$ cat config.mk
export PLATFORM = sky130hd
export DESIGN_NAME = cpu_irq_ack_port
export DESIGN_NICKNAME = d
export VERILOG_FILES = /design/src/rtl/cpu_irq_ack_pkg.sv /design/src/rtl/cpu_irq_ack_ctrl.sv /design/src/rtl/cpu_irq_ack_dp.sv /design/src/rtl/cpu_irq_ack_port.sv
export SDC_FILE = /design/constraint.sdc
export NUM_CORES = 1
export LEC_CHECK = 0
export ABC_CLOCK_PERIOD_IN_PS = 3850
export CAP_MARGIN = 10
export CORE_ASPECT_RATIO = 2
export CORE_MARGIN = 2
export CORE_UTILIZATION = 40
export DETAILED_ROUTE_END_ITERATION = 8
export DONT_BUFFER_PORTS = 1
export GPL_TIMING_DRIVEN = 1
export PLACE_DENSITY = 0.56
export SYNTH_ARGS = -nofsm -noshare
export SYNTH_HDL_FRONTEND = slang
export SYNTH_HIERARCHICAL = 1
export SYNTH_SLANG_ARGS = --single-unit
$ cat constraint.sdc
create_clock -name clk -period 3.85 [get_ports clk]
set_input_delay 0.77 -clock clk [delete_from_list [all_inputs] [get_ports clk]]
set_output_delay 0.77 -clock clk [all_outputs]
set_load 0.01 [all_outputs]
$ cat src/rtl/cpu_irq_ack_pkg.sv
package cpu_irq_ack_pkg;
  // width of the source number field in the acknowledge word
  localparam int ID_BITS = 10;
  localparam logic [ID_BITS-1:0] SPURIOUS_ID = '1;

  typedef struct packed {
    logic               setMask;
    logic               clrMask;
    logic [ID_BITS-1:0] idx;
    logic               ackRd;
    logic               anyRd;
  } ctrl_strobe_t;
endpackage

$ cat src/rtl/cpu_irq_ack_ctrl.sv
module cpu_irq_ack_ctrl
  import cpu_irq_ack_pkg::*;
#(
  parameter int NUM_SRC = 32,
  parameter int ADDR_W  = 12,
  parameter int DATA_W  = 32,
  parameter logic [ADDR_W-1:0] ACK_OFS = 'h44,
  parameter logic [ADDR_W-1:0] SET_OFS = 'h48,
  parameter logic [ADDR_W-1:0] CLR_OFS = 'h4C
) (
  input  logic              wrEn,
  input  logic [ADDR_W-1:0] wrAddr,
  input  logic [DATA_W-1:0] wrData,
  input  logic              rdEn,
  input  logic [ADDR_W-1:0] rdAddr,
  output ctrl_strobe_t      strb
);
  logic idxOk;

  always_comb begin
    idxOk        = (wrData < DATA_W'(NUM_SRC));
    strb.setMask = wrEn && idxOk && (wrAddr == SET_OFS);
    strb.clrMask = wrEn && idxOk && (wrAddr == CLR_OFS);
    strb.idx     = wrData[ID_BITS-1:0];
    strb.ackRd   = rdEn && (rdAddr == ACK_OFS);
    strb.anyRd   = rdEn;
  end
endmodule

$ cat src/rtl/cpu_irq_ack_dp.sv
module cpu_irq_ack_dp
  import cpu_irq_ack_pkg::*;
#(
  parameter int NUM_SRC = 32,
  parameter int DATA_W  = 32
) (
  input  logic               clk,
  input  logic               rstN,
  input  logic [NUM_SRC-1:1] pendIn,
  input  logic               dbellIn,
  input  ctrl_strobe_t       strb,
  output logic [DATA_W-1:0]  rdData,
  output logic               rdValid,
  output logic               cpuIrq
);
  localparam int PAD_W = DATA_W - ID_BITS;

  logic [NUM_SRC-1:0] maskQ;
  logic [NUM_SRC-1:1] liveSrc;
  logic [NUM_SRC-1:1] beforeHit;   // a lower source already qualifies
  logic               dbLive;
  logic [ID_BITS-1:0] selId;

  // per-source mask bit, index written by software
  for (genvar i = 0; i < NUM_SRC; i++) begin : g_mask
    always_ff @(posedge clk or negedge rstN) begin
      if (!rstN)
        maskQ[i] <= 1'b1;
      else if (strb.setMask && strb.idx == ID_BITS'(i))
        maskQ[i] <= 1'b1;
      else if (strb.clrMask && strb.idx == ID_BITS'(i))
        maskQ[i] <= 1'b0;
    end

    assert_set_bit_R2 : assert property (@(posedge clk) disable iff (!rstN)
      (strb.setMask && strb.idx == ID_BITS'(i)) |=> maskQ[i]);
    assert_clr_bit_R3 : assert property (@(posedge clk) disable iff (!rstN)
      (strb.clrMask && strb.idx == ID_BITS'(i)) |=> !maskQ[i]);
  end

  // qualified sources and a lowest-first priority chain
  for (genvar i = 1; i < NUM_SRC; i++) begin : g_live
    assign liveSrc[i] = pendIn[i] && !maskQ[i];
    if (i == 1) begin : g_first
      assign beforeHit[i] = 1'b0;
    end else begin : g_rest
      assign beforeHit[i] = beforeHit[i-1] || liveSrc[i-1];
    end
  end

  assign dbLive = dbellIn && !maskQ[0];

  always_comb begin
    selId = dbLive ? '0 : SPURIOUS_ID;
    for (int i = 1; i < NUM_SRC; i++) begin
      if (liveSrc[i] && !beforeHit[i])
        selId = ID_BITS'(i);
    end
  end

  assign cpuIrq = (|liveSrc) || dbLive;

  always_ff @(posedge clk or negedge rstN) begin
    if (!rstN) begin
      rdValid <= 1'b0;
      rdData  <= '0;
    end else begin
      rdValid <= strb.anyRd;
      rdData  <= strb.ackRd ? {{PAD_W{1'b0}}, selId} : '0;
    end
  end

  // mask comes out of reset fully set
  assert_reset_mask_R1 : assert property (@(posedge clk) !rstN |=> (&maskQ));
  // line high exactly when the encoder finds something
  assert_irq_vs_sel_R8 : assert property (@(posedge clk) disable iff (!rstN)
    cpuIrq == (selId != SPURIOUS_ID));
  // a read is answered on the next cycle
  assert_rd_latency_R5 : assert property (@(posedge clk) disable iff (!rstN)
    strb.anyRd |=> rdValid);
  assert_rd_pad_R5 : assert property (@(posedge clk) disable iff (!rstN)
    rdValid |-> (rdData[DATA_W-1:ID_BITS] == '0));
endmodule

$ cat src/rtl/cpu_irq_ack_port.sv
module cpu_irq_ack_port
  import cpu_irq_ack_pkg::*;
#(
  parameter int NUM_SRC = 32,
  parameter int ADDR_W  = 12,
  parameter int DATA_W  = 32
) (
  input  logic               clk,
  input  logic               rstN,
  input  logic [NUM_SRC-1:1] pendIn,
  input  logic               dbellIn,
  input  logic               wrEn,
  input  logic [ADDR_W-1:0]  wrAddr,
  input  logic [DATA_W-1:0]  wrData,
  input  logic               rdEn,
  input  logic [ADDR_W-1:0]  rdAddr,
  output logic [DATA_W-1:0]  rdData,
  output logic               rdValid,
  output logic               cpuIrq
);
  ctrl_strobe_t strb;

  cpu_irq_ack_ctrl #(
    .NUM_SRC(NUM_SRC), .ADDR_W(ADDR_W), .DATA_W(DATA_W)
  ) u_ctrl (
    .wrEn(wrEn), .wrAddr(wrAddr), .wrData(wrData),
    .rdEn(rdEn), .rdAddr(rdAddr), .strb(strb)
  );

  cpu_irq_ack_dp #(
    .NUM_SRC(NUM_SRC), .DATA_W(DATA_W)
  ) u_dp (
    .clk(clk), .rstN(rstN), .pendIn(pendIn), .dbellIn(dbellIn),
    .strb(strb), .rdData(rdData), .rdValid(rdValid), .cpuIrq(cpuIrq)
  );
endmodule

## Word-level counts from Yosys, hierarchy flattened

Cells that the tools add are included.

- $lt $le $gt $ge: 1
- Eq/ne operators: 34
- Muxes and demuxes: 97
- Reductions and logical operators: 256

Operators by type and width:

| operator | count |
|---|---|
| 10-bit 2-to-1 mux | 33 |
| 10-bit by 5-bit equality test with 1-bit output, second input constant | 16 |
| 1-bit logical AND | 130 |
| 10-bit by 4-bit equality test with 1-bit output, second input constant | 8 |
| 1-bit 2-to-1 mux | 64 |
| 2-bit nonzero test | 32 |
| 1-bit zero test | 62 |
| 10-bit by 3-bit equality test with 1-bit output, second input constant | 4 |
| 12-bit by 7-bit equality test with 1-bit output, second input constant | 3 |
| 32-bit by 6-bit < comparator with 1-bit output, second input constant | 1 |
| 31-bit OR reduction | 1 |
| 1-bit logical OR | 30 |
| 10-bit by 2-bit equality test with 1-bit output, second input constant | 2 |
| 10-bit by 1-bit equality test with 1-bit output, second input constant | 1 |
| 10-bit zero test | 1 |

- Register bits after elaboration: 65
- Bits of input ports: 92
- Output and inout bits: 34
- Word-level logic and storage cells: 422

## Longest topological paths before layout

Gate-level depths: netlist (run 1).

- Depth in word-level cells: 35
- Mapped depth: 8

## Modules after synthesis

The synthesis (run 1) kept the hierarchy.

Modules (own cells, without submodules):

| module | times used | cells an instance | area an instance (µm²) | seq. area each (µm²) |
|---|---|---|---|---|
| cpu_irq_ack_dp | 1 | 293 | 2552.4 | 1016.0 |
| cpu_irq_ack_ctrl | 1 | 32 | 229.0 | 0.0 |

## Worst setup path after synthesis (run 1)

OpenSTA, ideal clock, no wires.

- Path type: input to output
- From: input pendIn[20] (netlist bit)
- To: output cpuIrq
- Arrival: 1.947 ns
- Required time: 3.080 ns
- Path slack: 1.133 ns
- Stages: 5
- Buffers on the path: 0
- Path through: nor2b_1 > or4_1 > nor2_1 > and3_1 > nand3_1

- Word-level cells in the longest chain between the ends: 3

RTL lines:

| item | line | source |
|---|---|---|
| start, declared | cpu_irq_ack_port.sv:10 | `input logic [NUM_SRC-1:1] pendIn,` |
| 1-bit logical AND | cpu_irq_ack_dp.sv:43 | `assign liveSrc[i] = pendIn[i] && !maskQ[i];` |
| 31-bit OR reduction | cpu_irq_ack_dp.sv:61 | `assign cpuIrq = (\|liveSrc) \|\| dbLive;` |
| 1-bit logical OR | cpu_irq_ack_dp.sv:61 |  |
| end, declared | cpu_irq_ack_port.sv:19 | `output logic cpuIrq` |

No other way between the ends.

## Worst setup path in the final report (run 1)

- From: register u_dp.maskQ[8]
- To: output cpuIrq

- Word-level cells in the longest chain between the ends: 4

RTL lines:

| item | line | source |
|---|---|---|
| start, declared | cpu_irq_ack_dp.sv:18 | `logic [NUM_SRC-1:0] maskQ;` |
| start signal, assigned by index | cpu_irq_ack_dp.sv:28 | `maskQ[i] <= 1'b1;` |
| start signal, assigned by index | cpu_irq_ack_dp.sv:30 | `maskQ[i] <= 1'b1;` |
| start signal, assigned by index | cpu_irq_ack_dp.sv:32 | `maskQ[i] <= 1'b0;` |
| 1-bit zero test | cpu_irq_ack_dp.sv:43 |  |
| 1-bit logical AND | cpu_irq_ack_dp.sv:43 |  |
| 31-bit OR reduction | cpu_irq_ack_dp.sv:61 |  |
| 1-bit logical OR | cpu_irq_ack_dp.sv:61 |  |

No other way between the ends.

==> impl_metrics.tcl, run 1 <==
set metrics [dict create \
    status "complete, no violations" \
    io_pins 126 \
    postSynthCellCount 325 \
    holdBufCountCts 0 \
    antenna_cells 0 \
    final_common_cell "o21ai_1" \
    grt_pass1_vias 2175 \
    numClockSinks 39 \
    maxSlewViolCount 0 \
    cts_setup_buffers 0 \
    die_x_um 63.0 \
    synth_top_area_share_pct 30.2 \
    p_seq_share_pct 42.3 \
    synth_xor_area_share_pct 0 \
    synth.largest_area_cell "dfstp_2" \
    clock_skew_ns 0.00399 \
    fin_util_pct 41.9 \
    hold_viol 0 \
    portBuffers 0 \
    yosysWarningCount 6 \
    clockBufferDepth 2 \
    rr_worst_depth 7 \
    routabilityCongestion 0.973 \
    htree_num_levels 2 \
    synth-compound-area-share_pct 20.0 \
    worstSetupPathType "flop to output port" \
    start_util_pct 40.7 \
    antenna_found_initial 0 \
    worstSkewPairLatency_ns 0.28 \
    power_density_mw_per_mm2 341 \
    syn_area_mm2 0.00278 \
    cts_tree "done" \
    synth_edf_count 0 \
    syn_area_per_cell_um2 8.56 \
    synthAdderAreaFrac_pct 0 \
    wl_per_cell_um 18.1 \
    post_drt_via_cell_ratio 5.63 \
    die_area_mm2 0.00768 \
    tns_ns 0 \
    yosysUniqueCellTypes 51 \
    die-height_um 122 \
    yosys-top-cells-area "dfstp_2 30%, buf_4 10%, o21ai_1 8.1%, dfrtp_1 6.3%, nor2b_1 6.1%" \
    synth_simple_gate_area_share_pct 32.1 \
    grt_max_degree 40 \
    track_usage_pct 19.1 \
    core_area_mm2 0.00683 \
    start_kind "flop" \
    max-vdd-ir-drop_v 0.000281 \
    fin_crit_ns 2.86 \
    cts_root_buffer "clkbuf_16" \
    hpwl_um 6000 \
    most-common-layout-cells "45 x o21ai_1, 32 x dfstp_2, 27 x nor2b_1, 24 x o21ai_0" \
    async_flop_share_pct 100 \
    synth-seq-cells 39 \
    overflow 0 \
    cp.required_ns 3.08 \
    relSlewSlack_pct 59.0 \
    netSwitchingPower_uw 214 \
    cap_violations 0 \
    max_freq_ghz 0.350 \
    crit_fanout 9 \
    wl_um 7310 \
    antenna_left 0 \
    drc 0 \
    post-route-period-util_pct 74.2 \
    seq_area_frac_synth_pct 36.5 \
    grt_pass1_wl_um 11000 \
    cts_inserted_buffers 5 \
    synthFlopType "dfstp_2" \
    worst_pin_slew_ns 0.614 \
    dr.pass1.iters 5 \
    p_sw_share_pct 21.9 \
    setup_viol_count_final 0 \
    power_frac_clock_pct 49.4 \
    synth_top_family_by_area "simple AND/OR/NAND/NOR gates" \
    cp-end-kind "output port" \
    worstHoldPathType "input pin to async pin" \
    p_leak_uw 0.00100 \
    syn2layout_area_growth_pct 2.83 \
    drtIter0Drc 88 \
    critPathArrivalTime_ns 2.09 \
    hold_slack_ns 0.181 \
    p_int_uw 763 \
    ctsResizeCount 0 \
    path_clk_slew_ns 0.06 \
    drive_gt1_share_pct 17.2 \
    synth.mux.area_fraction_pct 0 \
    rows 43 \
    vias 2273 \
    layout.nets 405 \
    pwr-share-comb_pct 8.4 \
    rsz0062_at_grt "no" \
]
==> worst paths after layout <==
path | startpoint | endpoint | slack, ns
max | u_dp/maskQ[8]$_DFFE_PN1P_ | cpuIrq | 0.99
min | rstN | u_dp/rdData[8]$_DFF_PN0_ | 0.18
max reg2reg | u_dp/maskQ[8]$_DFFE_PN1P_ | u_dp/rdData[1]$_DFF_PN0_ | 1.69
min reg2reg | u_dp/maskQ[24]$_DFFE_PN1P_ | u_dp/maskQ[24]$_DFFE_PN1P_ | 0.49
max in group asynchronous | rstN | u_dp/maskQ[10]$_DFFE_PN1P_ | 3.49
min in group clk | u_dp/maskQ[24]$_DFFE_PN1P_ | u_dp/maskQ[24]$_DFFE_PN1P_ | 0.49
==> Yosys cell counts, drive strengths merged, types with 2 or more instances <==
master / n
a21o: 2
a21oi: 6
a22oi: 3
and2: 2
and3: 2
buf: 39
clkbuf: 3
dfrtp: 7
dfstp: 32
inv: 3
nand2: 20
nand2b: 22
nand3: 14
nand4: 6
nor2: 12
nor2b: 28
nor3: 7
nor4: 12
nor4b: 3
nor4bb: 2
o211ai: 3
o21ai: 69
o221ai: 2
o311a: 2
o41ai: 2
or3: 2
or4: 4
==> worst max-delay path, cell delays in order, from the launching register on <==
cell and delay, ns:
dfstp_2 0.53, nand2b_1 0.23, nand4b_4 0.20, nor4bb_1 0.31, buf_4 0.20, and3_1 0.20
nand3_1 0.15
==> final cells by class <==
cell class	count	area [µm²]
inverter	3	11.3
fill	701	3970
multi-input combinational	262	1530
tap	90	113
sequential	39	1020
clock buffer	6	139
clock inverter	2	35.0
timing repair buffer	2	15.0
==> cells by family (layout without fill, tap and decap cells) <==
| kind of cell | count (synthesis) | after routing |
|---|---|---|
| AND/OR/NAND/NOR | 144 | 144 |
| buffers and inverters | 45 | 13 |
| AO/OA/AOI/OAI | 96 | 96 |
| flip-flops | 39 | 39 |
| other | 1 | 22 |
==> registers in the layout, summed over array words and instances, names as in the netlist <==
signal	cells
u_dp/maskQ	32
u_dp/rdData	6
u_dp/rdValid	1
==> power by group through the flow <==
stage                     Clock (µW)  Combinational [µW]  Sequential (µW)
after floorplan                    0                93.0              419
after global placement             0                79.9              419
after detailed placement           0                80.6              419
after CTS                        494                80.8              413
after global routing             517                90.5              413
final                            482                81.6              413
==> stage by stage <==
| stage | instance area (µm²) | worst slack, ns | total power [µW] | std cells |
|---|---|---|---|---|
| after floorplan | 2860 | 1.13 | 512 | 346 |
| after CTS | 2860 | 0.989 | 988 | 404 |
| after global routing | 2860 | 0.884 | 1020 | 404 |
| final | 2860 | 0.991 | 977 | 404 |
| after detailed placement | 2690 | 0.978 | 499 | 396 |
| after global placement | 2690 | 1.03 | 499 | 396 |
==> per-layer routing <==
metal	vias up	share of wire [%]	GRT usage, %
li1	1104	-	-
met1	1061	37	21.6
met2	89	51	32.6
met3	19	6.8	3.97
met4	0	4.6	11.7
met5	-	0	0
(Power assumes the default switching activity.)
==> inputs of run 2 (changes only) <==
--- a/config.mk
+++ b/config.mk
@@ -5,7 +5,8 @@
 export SDC_FILE = /design/constraint.sdc
 export NUM_CORES = 1
 export LEC_CHECK = 0
-export ABC_CLOCK_PERIOD_IN_PS = 3850
+export ABC_AREA = 1
+export ABC_CLOCK_PERIOD_IN_PS = 2900
 export CAP_MARGIN = 10
 export CORE_ASPECT_RATIO = 2
 export CORE_MARGIN = 2
==> constraint.sdc (replaced) <==
create_clock -name clk -period 2.9 [get_ports clk]
set_input_delay 0.58 -clock clk [delete_from_list [all_inputs] [get_ports clk]]
set_output_delay 0.58 -clock clk [all_outputs]
set_load 0.01 [all_outputs]
==> impl_metrics.tcl, run 2 <==
set metrics [dict create \
    worst_slack_ns 0.505 \
    antenna_found_initial 0 \
    fin_crit_ns 2.39 \
    ctsResizeCount 0 \
    postSynthCellCount 535 \
    top_register "u_dp/maskQ" \
    track_usage_pct 19.1 \
    path_clk_slew_ns 0.06 \
    syn2layout_area_growth_pct 3.12 \
    netSwitchingPower_uw 315 \
    cts_inserted_buffers 5 \
    routabilityCongestion 0.868 \
    max_freq_ghz 0.418 \
    power_density_mw_per_mm2 357 \
    most-common-layout-cells "112 x nand2_1, 98 x inv_1, 81 x nor2_1, 56 x o21ai_0, 32 x dfstp_2" \
    cp.required_ns 2.32 \
    die_area_mm2 0.00942 \
    nFillCells 936 \
    dr.pass1.iters 4 \
    worstSetupPathType "flop to output port" \
    final_common_cell "nand2_1" \
    htree_num_levels 2 \
    drc 0 \
    die_x_um 69.7 \
    synth_top_area_share_pct 24.4 \
    cts_tree "done" \
    drtIter0Drc 109 \
    pre_cts_ws_ns 0.526 \
    die-height_um 135 \
    overflow 0 \
    drive_gt1_share_pct 15.0 \
    wl_um 8830 \
    hold_viol 0 \
    clockBufferDepth 2 \
    synthFlopType "dfstp_2" \
    tns_ns 0 \
    top_regs "u_dp/maskQ x32, u_dp/rdData x6, u_dp/rdValid x1" \
    setup_viol_count_final 0 \
    yosysWarningCount 6 \
    use_met2_pct 36.7 \
    synth.most_common_cell "nand2_1" \
    p_seq_share_pct 43.2 \
    yosys-top-cells-area "dfstp_2 24%, nand2_1 12%, inv_1 11%, nor2_1 8.8%, o21ai_0 8.1%" \
    yosysUniqueCellTypes 41 \
    hpwl_um 7560 \
    layout.nets 618 \
    worstHoldPathType "input pin to async pin" \
    power_frac_clock_pct 45.4 \
    largest_register_ffs 32 \
    p_int_uw 954 \
    post-route-period-util_pct 82.6 \
    met1_usage_pct 17.3 \
    vias 3144 \
    status "complete, no violations" \
    max-vdd-ir-drop_v 0.000203 \
    synth_edf_count 0 \
    synth_common_cells "112 x nand2_1, 98 x inv_1, 81 x nor2_1" \
    cap_violations 0 \
    startpoint "u_dp/maskQ[17]$_DFFE_PN1P_" \
    wl_per_cell_um 14.1 \
    critPathArrivalTime_ns 1.81 \
    multiInputGateArea_mm2 0.00181 \
    syn_area_per_cell_um2 6.45 \
    rows 48 \
    antenna_left 0 \
    rsz0062_at_grt "no" \
    synth-seq-cells 39 \
    synth.largest_area_cell "dfstp_2" \
    antenna_cells 0 \
    busiest_layer "met2" \
    post_drt_via_cell_ratio 5.01 \
    cp-end-kind "output port" \
    worstSkewPairLatency_ns 0.28 \
    cts_root_buffer "clkbuf_16" \
    seq_area_frac_synth_pct 29.5 \
    met3_usage_pct 2.98 \
    grt_pass1_vias 3009 \
    ff_latch_area_mm2 0.00102 \
    crit_fanout 3 \
    dp.cells 618 \
    pwr-share-comb_pct 11.4 \
    async_flop_share_pct 100 \
    numClockSinks 39 \
    cts_setup_buffers 0 \
    core_area_mm2 0.00853 \
    clock_skew_ns 0.00253 \
    portBuffers 0 \
    reg2reg_slack_ns 0.56 \
    start_kind "flop" \
    reg2reg_from "u_dp/maskQ[6]$_DFFE_PN1P_" \
    p_leak_uw 0.00174 \
    grt_max_degree 34 \
    syn_area_mm2 0.00345 \
    start_util_pct 40.4 \
    io_pins 126 \
    maxSlewViolCount 0 \
    grt_pass1_wl_um 14000 \
    fin_cells 627 \
    p_sw_share_pct 24.8 \
]
==> run 2: changes by cell type in the layout (fill, tap and decap cells not counted), moves of 6 or more <==
cell | before | now
inv_1 | 3 | 98
nand2_1 | 20 | 112
nor2_1 | 12 | 81
o21ai_1 | 45 | 0
o21ai_0 | 24 | 56
nor2b_1 | 27 | 0
nand2b_1 | 22 | 0
nand2_2 | 0 | 7
nand4_1 | 5 | 11
==> run 2: final timing paths <==
path	to	depth (start not counted)
setup / recovery	cpuIrq	5
hold / removal	u_dp/maskQ[7]$_DFFE_PN1P_	0
setup reg to reg	u_dp/rdData[0]$_DFF_PN0_	24
hold reg to reg	u_dp/maskQ[19]$_DFFE_PN1P_	2
max in group asynchronous	u_dp/rdData[0]$_DFF_PN0_	1
min in group clk	u_dp/rdValid$_DFF_PN0_	0
==> run 2: cell families after synthesis <==
kind of cell	count (synthesis)	share of synthesized area (%)
DFF	39	29.5
other	1	0.109
buffers and inverters	149	20.3
AOI/OAI and AO/OA	78	13.1
and+or+nand+nor	268	37.0
==> run 2: area by class of cell <==
type                       instances  area share (%)
clock buffer                       8            4.40
inverter                         106            11.3
multi-input combinational        368            50.9
sequential                        39            28.6
tap                              100            3.52
timing repair buffer               6            1.34
==> run 2: worst max-delay path, cell delays in order (launching register included) <==
cell and delay (ns):
dfstp_2 0.53, nor2_1 0.06, inv_1 0.13, nand2_1 0.11, nor4_1 0.45, nand4_1 0.26
==> run 2: through the flow <==
step | cell area (µm²) | hold slack [ns] | total power (µW) | util (%)
2_1_floorplan | 3530 | 0.284 | 705 | -
3_3_place_gp | 3390 | 0.286 | 695 | 39.7
3_5_place_dp | 3390 | 0.287 | 697 | 39.7
4_1_cts | 3560 | 0.135 | 1290 | 41.7
5_1_grt | 3560 | 0.131 | 1330 | 41.7
6_report | 3560 | 0.145 | 1270 | 41.7
==> run 2: repair_timing <==
| action | in CTS | in global routing |
|---|---|---|
| setup endpoints to repair | 0 | 0 |
| hold endpoints to repair | 7 | 0 |
| hold buffers | 1 | 0 |
==> run 2: layer usage <==
metal  part of all wire, %  wire (µm)
met1                    33       2940
met3                   5.1        447
met5                     0          0
met2                    54       4760
met4                   7.8        685
==> run 2: power by group through the flow <==
stage / sequential (µW) / clock (µW) / combinational, µW
floorplan: 556 / 0 / 149
global placement: 556 / 0 / 138
detailed placement: 556 / 0 / 141
CTS: 548 / 594 / 144
global route: 548 / 614 / 164
finish: 548 / 577 / 145
==> inputs of run 3 (changes only) <==
--- a/config.mk
+++ b/config.mk
@@ -6,7 +6,7 @@
 export NUM_CORES = 1
 export LEC_CHECK = 0
 export ABC_AREA = 1
-export ABC_CLOCK_PERIOD_IN_PS = 2900
+export ABC_CLOCK_PERIOD_IN_PS = 2380
 export CAP_MARGIN = 10
 export CORE_ASPECT_RATIO = 2
 export CORE_MARGIN = 2
==> constraint.sdc (replaced) <==
create_clock -name clk -period 2.38 [get_ports clk]
set_input_delay 0.476 -clock clk [delete_from_list [all_inputs] [get_ports clk]]
set_output_delay 0.476 -clock clk [all_outputs]
set_load 0.01 [all_outputs]
==> impl_metrics.tcl, run 3 (same netlist as run 2, synthesis figures left out) <==
set metrics [dict create \
    status "complete, no violations" \
    io_pins 126 \
    clockBufferDepth 2 \
    maxSlewViolCount 0 \
    rr_endpoint "u_dp/rdData[1]$_DFF_PN0_" \
    top_register "u_dp/maskQ" \
    power_density_mw_per_mm2 408 \
    die_area_mm2 0.00942 \
    antenna_found_initial 0 \
    fin_crit_ns 2.26 \
    final_common_cell "nand2_1" \
    rows 48 \
    start_util_pct 40.4 \
    antenna_left 0 \
    cpMaxStageDelayCell "dfstp_2" \
    fin_area_mm2 0.00365 \
    wl_per_cell_um 14.1 \
    vias 3199 \
    rr_worst_depth 15 \
    critPathArrivalTime_ns 1.78 \
    top_regs "u_dp/maskQ x32, u_dp/rdData x6, u_dp/rdValid x1" \
    path_cells "nor2_1, inv_1, nand2_2, nor2_2, nand2_2, nor4_2, nand4_1, buf_6" \
    hold_viol 0 \
    pre_cts_ws_ns 0.124 \
    post-route-period-util_pct 95.0 \
    path_clk_slew_ns 0.05 \
    cp-end-kind "output port" \
    critPathCapture "cpuIrq" \
    antenna_cells 0 \
    most-common-layout-cells "107 x nand2_1, 96 x inv_1, 78 x nor2_1, 55 x o21ai_0, 32 x dfstp_2" \
    dp.cells 621 \
    track_usage_pct 18.8 \
    fin_cells 635 \
    layout.nets 626 \
    reg2reg_slack_ns 0.13 \
    dr.pass1.iters 4 \
    crit_fanout 3 \
    cts_tree "done" \
    drc 0 \
    grt_pass1_wl_um 13700 \
    nFillCells 914 \
    grt_max_degree 34 \
    crit_top_cell "nand2_2" \
    drtIter0Drc 152 \
    htree_num_levels 2 \
    relSlewSlack_pct 51.1 \
    syn2layout_area_growth_pct 5.81 \
    cp.required_ns 1.90 \
    cap_violations 0 \
    overflow 0 \
    max_freq_ghz 0.442 \
    hpwl_um 7440 \
    portBuffers 0 \
    numClockSinks 39 \
    hold_slack_ns 0.0380 \
    die-height_um 135 \
    wl_um 8960 \
    start_kind "flop" \
    post_drt_via_cell_ratio 5.04 \
    reg2reg_from "u_dp/maskQ[3]$_DFFE_PN1P_" \
    clock_skew_ns 0.00203 \
    slowest_delay_ns 0.55 \
    grt_pass1_vias 3018 \
    worstSetupPathType "flop to output port" \
    worstHoldPathType "input pin to async pin" \
    ff_latch_area_mm2 0.00102 \
    multiInputGateArea_mm2 0.00186 \
    worst_pin_slew_ns 0.732 \
    p_leak_uw 0.00178 \
    cts_root_buffer "clkbuf_16" \
    cts_inserted_buffers 5 \
    drive_gt1_share_pct 18.7 \
    dpl-instance-area_mm2 0.00341 \
    setup_viol_count_final 0 \
    worstSkewPairLatency_ns 0.28 \
    startpoint "u_dp/maskQ[13]$_DFFE_PN1P_" \
    largest_register_ffs 32 \
    max-vdd-ir-drop_v 0.000245 \
    worst_slack_ns 0.119 \
    core_area_mm2 0.00853 \
    routabilityCongestion 0.821 \
    die_x_um 69.7 \
    rsz0062_at_grt "yes" \
]
[run 3: cell count changes in the layout (fill, tap and decap cells not counted), sizes merged]
cell    change
buf         +8
clkinv      +1
clkbuf      -1
[run 3: how the worst min path moves through the flow]
stage / end / slack, ns / cells past startpoint
after CTS: u_dp/maskQ[1]$_DFFE_PN1P_ / 0.03 / 0
after detailed placement: u_dp/rdValid$_DFF_PN0_ / 0.18 / 0
after global routing: u_dp/maskQ[1]$_DFFE_PN1P_ / 0.02 / 0
final: u_dp/maskQ[1]$_DFFE_PN1P_ / 0.04 / 0
after global placement: u_dp/rdValid$_DFF_PN0_ / 0.18 / 0
after floorplan: u_dp/rdData[0]$_DFF_PN0_ / 0.18 / 0
[run 3: per-stage QoR]
step                      power (µW)  TNS (ns)  util [%]
final                           1490         0      42.8
after global routing            1560    -0.133      42.8
after CTS                       1500         0      41.7
after detailed placement         850         0      40.0
after global placement           848         0      40.0
after floorplan                  859         0         -
[run 3: power breakdown]
group | internal (µW) | switching, µW | leakage [µW]
clock network | 387 | 246 | 0.0000679
registers | 667 | 0.729 | 0.000426
logic | 55.8 | 132 | 0.00128
[run 3: what timing repair did]
| item | in CTS | in global routing |
|---|---|---|
| gates resized for setup | 0 | 17 |
| hold endpoints to repair | 7 | 0 |
| hold buffers | 1 | 0 |
| endpoints found under the setup margin | 0 | 6 |
| setup buffers | 0 | 5 |
[run 3: metal layers]
layer / GRT usage (%) / vias to the layer above / wire, µm
met5: 0 / - / 0
met4: 10.9 / 0 / 519
met3: 2.98 / 24 / 479
met2: 37.7 / 127 / 4960
met1: 17.4 / 1425 / 3000
li1: - / 1623 / -
[run 3: final cells by class]
class / instances / area share, %
tap: 100 / 3.43
clock inverter: 1 / 0.137
timing repair buffer: 14 / 3.05
multi-input combinational: 368 / 50.9
clock buffer: 7 / 3.64
inverter: 106 / 11.0
sequential: 39 / 27.8
[run 3: critical path: cells and delay by family (launching register included)]
kind | cells | cell delay, ns
simple gates | 6 | 0.71
buf+inv | 2 | 0.26
flops | 1 | 0.55
